File: src/rtl/i2c_irq_pkg.sv
package i2c_irq_pkg;
  localparam int NEV     = 7;
  localparam int EV_ARB  = 0;
  localparam int EV_NAK  = 1;
  localparam int EV_ACC  = 2;
  localparam int EV_RXR  = 3;
  localparam int EV_TXR  = 4;
  localparam int EV_STP  = 5;
  localparam int EV_TGT  = 6;
  localparam int BIT_RXFULL = 11;
  localparam int BIT_BUSY   = 12;
  localparam int OFF_MASK = 'h04;
  localparam int OFF_STAT = 'h08;
  localparam int OFF_VEC  = 'h28;
  localparam int CODE_W   = $clog2(NEV + 1);
endpackage

File: src/rtl/irq_flag_bank.sv
module irq_flag_bank #(
  parameter int NEV = 7
) (
  input  logic           clk,
  input  logic           rst_n,
  input  logic [NEV-1:0] set_i,
  input  logic [NEV-1:0] clr_i,
  output logic [NEV-1:0] flags_o
);
  for (genvar k = 0; k < NEV; k++) begin : g_flag
    always_ff @(posedge clk or negedge rst_n) begin
      if (!rst_n)          flags_o[k] <= 1'b0;
      else if (set_i[k])   flags_o[k] <= 1'b1;
      else if (clr_i[k])   flags_o[k] <= 1'b0;
    end
  end
endmodule

File: src/rtl/irq_prio_enc.sv
module irq_prio_enc #(
  parameter int NEV = 7,
  parameter int CW  = 3
) (
  input  logic [NEV-1:0] pend_i,
  output logic [CW-1:0]  code_o
);
  always_comb begin
    code_o = '0;
    for (int k = NEV - 1; k >= 0; k--) begin
      if (pend_i[k]) code_o = CW'(k + 1);
    end
  end
endmodule

File: src/rtl/i2c_irq_ctrl.sv
module i2c_irq_ctrl
  import i2c_irq_pkg::*;
#(
  parameter int ADDR_W = 8,
  parameter int DATA_W = 16
) (
  input  logic              clk,
  input  logic              rst_n,
  input  logic [NEV-1:0]    evt_i,
  input  logic              rx_full_i,
  input  logic              bus_busy_i,
  input  logic              rxdata_rd,
  input  logic              txdata_wr,
  input  logic              reg_wr,
  input  logic              reg_rd,
  input  logic [ADDR_W-1:0] reg_addr,
  input  logic [DATA_W-1:0] reg_wdata,
  output logic [DATA_W-1:0] reg_rdata,
  output logic              irq
);
  logic [NEV-1:0]    flags;
  logic [NEV-1:0]    mask_q;
  logic [NEV-1:0]    clr;
  logic [NEV-1:0]    pend;
  logic [CODE_W-1:0] vec_code;
  logic sel_mask, sel_stat, sel_vec;

  assign sel_mask = (reg_addr == ADDR_W'(OFF_MASK));
  assign sel_stat = (reg_addr == ADDR_W'(OFF_STAT));
  assign sel_vec  = (reg_addr == ADDR_W'(OFF_VEC));

  always_ff @(posedge clk or negedge rst_n) begin
    if (!rst_n)                 mask_q <= '0;
    else if (reg_wr && sel_mask) mask_q <= reg_wdata[NEV-1:0];
  end

  for (genvar k = 0; k < NEV; k++) begin : g_clr
    logic side;
    if (k == EV_RXR)      begin : g_rx assign side = rxdata_rd; end
    else if (k == EV_TXR) begin : g_tx assign side = txdata_wr; end
    else                  begin : g_no assign side = 1'b0;      end
    assign clr[k] = (reg_wr && sel_stat && reg_wdata[k])
                  | (reg_rd && sel_vec && vec_code == CODE_W'(k + 1))
                  | side;
  end

  irq_flag_bank #(.NEV(NEV)) u_flags (
    .clk(clk), .rst_n(rst_n), .set_i(evt_i), .clr_i(clr), .flags_o(flags)
  );

  assign pend = flags & mask_q;

  irq_prio_enc #(.NEV(NEV), .CW(CODE_W)) u_prio (
    .pend_i(pend), .code_o(vec_code)
  );

  assign irq = |pend;

  always_comb begin
    reg_rdata = '0;
    if (sel_mask) begin
      reg_rdata[NEV-1:0] = mask_q;
    end else if (sel_stat) begin
      reg_rdata[NEV-1:0]  = flags;
      reg_rdata[BIT_RXFULL] = rx_full_i;
      reg_rdata[BIT_BUSY]   = bus_busy_i;
    end else if (sel_vec) begin
      reg_rdata[CODE_W-1:0] = vec_code;
    end
  end
endmodule

File: config.mk
export PLATFORM = sky130hd
export DESIGN_NAME = i2c_irq_ctrl
export DESIGN_NICKNAME = d
export VERILOG_FILES = /design/src/rtl/i2c_irq_pkg.sv /design/src/rtl/irq_flag_bank.sv /design/src/rtl/irq_prio_enc.sv /design/src/rtl/i2c_irq_ctrl.sv
export SDC_FILE = /design/constraint.sdc
export NUM_CORES = 1
export LEC_CHECK = 0
export ABC_AREA = 1
export BUFFER_PORTS_ARGS = -buffer_cell sky130_fd_sc_hd__buf_2
export CORE_ASPECT_RATIO = 1.5
export CORE_MARGIN = 2
export CORE_UTILIZATION = 30
export CTS_CLUSTER_DIAMETER = 80
export DETAILED_ROUTE_END_ITERATION = 8
export SLEW_MARGIN = 20
export SYNTH_ARGS = -nofsm -noshare
export SYNTH_HDL_FRONTEND = slang
export SYNTH_SLANG_ARGS = --single-unit
File: constraint.sdc
create_clock -name clk -period 2.2 [get_ports clk]
set_input_delay 0.22 -clock clk [delete_from_list [all_inputs] [get_ports clk]]
set_output_delay 0.22 -clock clk [all_outputs]
set_load 0.01 [all_outputs]
# After elaboration in Yosys (flattened, before gate mapping)
# Index checks and enable logic that the tools add are counted.
# W data, S select, Z words.
[word_totals]
word_cells = 80
ff_bits = 14
out_inout_bits = 17
input_bits = 39
[classes]
bitwise_logic = 10
n_mux = 27
n_reduce_logical = 25
eq_ne = 10
[op_table]
columns = ["op", "count"]
rows = [
  ["$mux W3", 9],
  ["$logic_and A1 B1 Y1", 17],
  ["$mux W1", 14],
  ["$reduce_bool A2 Y1", 7],
  ["$eq A3 B3 Y1 const B", 4],
  ["$or A1 B1 Y1", 9],
  ["$eq A8 B3 Y1 const B", 1],
  ["$eq A8 B4 Y1 const B", 1],
  ["$eq A8 B6 Y1 const B", 1],
  ["$and A7 B7 Y7", 1],
  ["$mux W7", 1],
  ["$reduce_or A7 Y1", 1],
  ["$eq A3 B2 Y1 const B", 2],
  ["$mux W2", 2],
  ["$mux W4", 1],
  ["$eq A3 B1 Y1 const B", 1],
]

# Logic depth before layout (Yosys ltp)
[logic_depth]
word_depth = 14
mapped_depth = 11
ltp_nobuf = 11

# By module
# Synthesis repeated with hierarchy kept, for this count alone.
[unflattened]
hier_cells = 200
hier_area_um2 = 1187.4
[modules_own_cells]
columns = ["mod", "cells_per_inst", "n_inst", "area_each_um2", "seq_area_each_um2"]
rows = [
  ["i2c_irq_ctrl", 147, 1, 824.5, 175.2],
  ["irq_flag_bank", 35, 1, 280.3, 175.2],
  ["irq_prio_enc", 18, 1, 82.6, 0.0],
]

# Least setup slack after synthesis
# Ideal clock, no wire load.
[synth_path]
path_type = "reg2out"
start = "reg mask_q[4]"
end = "out reg_rdata[1]"
setup_slack_ns = 0.850
t_required_ns = 1.980
arrival_time_ns = 1.130
path_stages_with_launch = 8
n_path_buf = 0
cell_sequence = "dfrtp_1 nand2_1 nand2_1 inv_1 nand2_1 a21oi_1 nand2_1 a21oi_1"
[synth_between]
elab_chain_len = 9
[synth_lines]
columns = ["element", "line_no", "rtl"]
rows = [
  ["start, declared", "i2c_irq_ctrl.sv:22", "logic [NEV-1:0] mask_q;"],
  ["start signal, assigned", "i2c_irq_ctrl.sv:34", "else if (reg_wr && sel_mask) mask_q <= reg_wdata[NEV-1:0];"],
  ["$and A7 B7 Y7", "i2c_irq_ctrl.sv:51", "assign pend = flags & mask_q;"],
  ["$mux W3 (5 in series)", "irq_prio_enc.sv:11", "if (pend_i[k]) code_o = CW'(k + 1);"],
  ["$mux W3", "i2c_irq_ctrl.sv:67", "end else if (sel_vec) begin"],
  ["$mux W3", "i2c_irq_ctrl.sv:63", "end else if (sel_stat) begin"],
  ["$mux W7", "i2c_irq_ctrl.sv:61", "if (sel_mask) begin"],
  ["end, declared", "i2c_irq_ctrl.sv:18", "output logic [DATA_W-1:0] reg_rdata,"],
]
# Every way passes these cells.

# Worst setup path in the final report
[layout_path]
start = "reg mask_q[3]"
end = "out reg_rdata[1]"
[layout_between]
elab_chain_len = 8
[layout_lines]
columns = ["element", "line_no"]
rows = [
  ["$and A7 B7 Y7", "i2c_irq_ctrl.sv:51"],
  ["$mux W3 (4 in series)", "irq_prio_enc.sv:11"],
  ["$mux W3", "i2c_irq_ctrl.sv:67"],
  ["$mux W3", "i2c_irq_ctrl.sv:63"],
  ["$mux W7", "i2c_irq_ctrl.sv:61"],
]
# Every way passes these cells.

==> qor.yml <==
status: "finished, final reports clean"
fp.coreArea_um2: 3610
finalCriticalPeriod_ns: 1.79
dieArea_um2: 4230
drv_slew: 0
setup_tns_ns: 0
pre_cts_ws_ns: 0.680
hpwl_mm: 2.09
syn_area_um2: 1110
synthSimpleGateAreaFrac_pct: 36.8
drv_cap: 0
wl_mm: 2.59
critPathArrivalTime_ns: 1.57
fin_ws_ns: 0.405
pwr-share-comb_pct: 19.4
area_growth_pct: 24.5
drive_above_1_share_pct: 29.8
pwr-share-clk_pct: 39.1
syn_inst: 163
nFillCells: 385
synthXorXnorAreaFrac_pct: 0
fp-row-count: 27
p_sw_share_pct: 28.0
overflow: 0
synth_top_area_share_pct: 31.4
drc: 0
path_cells: "nand2_1 > nand2_1 > inv_1 > nand2_1 > a21oi_1 > nand2_1 > a21oi_1 > buf_2"
ir_drop_mv: 0.281
cts_buffers: 3
slowest_stage: "dfrtp_1"
setup.worst_path.start_class: "flop"
first_iter_violations: 31
critPathKind: "flop to output port"
viasPerCell: 4.43
crit_path_frequent_cell: "nand2_1"
leakagePower_nw: 0.852
yosysWarnings: 0
placed_cells: 243
grt_setup_unrepaired: "false"
worstSkewPairLatency_ns: 0.25
clkSinkCount: 14
clk_pin_slew_ns: 0.06
synth_seq_area_share_pct: 31.4
async_reset_ff_share_pct: 100
power.switching_mw: 0.184
synth_top_cell_by_area: "dfrtp_1"
timing.fmax_mhz: 557
ys_types: 22
p_int_mw: 0.474
htreeDepth: 1
gp_congestion: 0.792
synth_compound_area_share_pct: 13.6
vias: 1098
ctsResizeCount: 0
muxShareOfSynthArea_pct: 1.35
grt_max_degree: 15
synth_top_family_by_area: "simple AND/OR/NAND/NOR gates"
post-route-util_pct: 38.4
cts_tree: "done"
cp.required_ns: 1.98
timing_hold_violations_final: 0
ios: 56
synth_area_per_cell_um2: 6.84
floorplan.initialDensity_pct: 30.8
nets: 245
end_kind: "output port"
synth_edf_count: 0
die-height_um: 78.7
cts_root_buf: "clkbuf_8"
path_max_fanout: 4
finalCritPeriodShare_pct: 81.6
finalSetupViolCount: 0
die_x_um: 53.8
port_buffers: 39
grt_pass1_vias: 1117
final-instance-count-excl-fill: 248
grt_antenna_before_repair: 0
power.density_nw_per_um2: 474
synth_ff_type: "dfrtp_1"
grt_first_pass_wirelength_mm: 4.41
grt.total_usage_pct: 14.1
synth-adder-area-share_pct: 0
ys_ff_latch: 14
mostFrequentLayoutCells: "nand2_1 (48), buf_2 (39), inv_1 (28)"
antenna_left: 0
cpPeakStageDelay_ns: 0.39
final_common_cell: "nand2_1"
wl_per_cell_um: 10.4
num_antenna_cells: 0
synthTopCellsByArea: "dfrtp_1 (31%), nand2_1 (16%), inv_1 (9.4%), o21ai_1 (4.9%), buf_4 (4.7%)"
clockBufferDepth: 2
pwr-share-seq_pct: 41.5
skew_ns: 0.00354
firstDrtPassIters: 4
hp-class: "input port to flop"
-- metrics by stage --
| step | area, um2 | hold slack (ns) | power, mW |
|---|---|---|---|
| 5_1_grt | 1390 | 0.157 | 0.695 |
| 3_5_place_dp | 1320 | 0.138 | 0.406 |
| 2_1_floorplan | 1140 | -0.0756 | 0.362 |
| 4_1_cts | 1390 | 0.145 | 0.664 |
| 6_report | 1390 | 0.144 | 0.658 |
| 3_3_place_gp | 1320 | 0.139 | 0.404 |
-- synth_stat cells, types with 2 or more instances --
| cell | instances |
|---|---|
| a21oi_1 | 7 |
| a32o_1 | 4 |
| buf_4 | 7 |
| dfrtp_1 | 14 |
| inv_1 | 28 |
| inv_2 | 4 |
| nand2_1 | 48 |
| nand2_4 | 4 |
| nand3_1 | 7 |
| nand4_1 | 2 |
| nor2_1 | 12 |
| nor2_2 | 5 |
| nor2_8 | 2 |
| o21ai_1 | 11 |
-- registers in the layout (all words and copies together) (netlist names) --
| name | count |
|---|---|
| mask_q | 7 |
| u_flags.flags_o | 7 |
-- worst paths after layout --
check | slack (ns) | end | cells past startpoint | startpoint
min reg2reg | 0.52 | mask_q[6]$_DFFE_PN0P_ | 2 | mask_q[6]$_DFFE_PN0P_
max | 0.41 | reg_rdata[1] | 8 | mask_q[3]$_DFFE_PN0P_
min | 0.14 | u_flags.flags_o[6]$_DFFE_PN0P_ | 3 | evt_i[6]
min in group asynchronous | 0.40 | mask_q[5]$_DFFE_PN0P_ | 2 | rst_n
max in group asynchronous | 1.55 | u_flags.flags_o[0]$_DFFE_PN0P_ | 2 | rst_n
max reg2reg | 0.80 | u_flags.flags_o[3]$_DFFE_PN0P_ | 8 | mask_q[0]$_DFFE_PN0P_
-- what timing repair did --
item                                   in CTS  in global routing
endpoints found under the hold margin      14                  0
buffers inserted                            0                  0
hold buffers                                1                  0
-- power groups by stage --
stage,Clock (mW),Sequential (mW),Combinational [mW]
floorplan,0,0.276,0.0859
global placement,0,0.278,0.126
detailed placement,0,0.278,0.128
CTS,0.261,0.273,0.130
global route,0.272,0.275,0.148
finish,0.257,0.273,0.128
-- routing by layer --
| layer | wire length [um] | global-route usage, % | vias up |
|---|---|---|---|
| li1 | - | - | 575 |
| met1 | 962 | 13.5 | 479 |
| met2 | 1410 | 27.2 | 39 |
| met3 | 151 | 1.90 | 5 |
| met4 | 67 | 6.92 | 0 |
| met5 | 0 | 0 | - |
-- cells by family (layout without fill, tap and decap cells) --
kind of cell,after synthesis,count (layout)
and+or+nand+nor,82,82
buffers and inverters,40,76
AOI/OAI and AO/OA,25,25
DFF,14,14
other,1,7
muxes,1,1
-- critical path, delay by kind of cell (launching register included) --
family	cells	cell delay, ns
and+or+nand+nor	4	0.34
buffers and inverters	2	0.21
DFF	1	0.39
AOI/OAI and AO/OA	2	0.39
-- final cells by class --
type	instances	area [um2]	share of cell area, %
Clock buffer	4	55.1	3.97
Multi-Input combinational cell	115	603	43.5
Inverter	32	120	8.66
Sequential cell	14	350	25.2
Timing Repair Buffer	40	205	14.8
Tap cell	43	53.8	3.88
(Power assumes the default switching activity.)
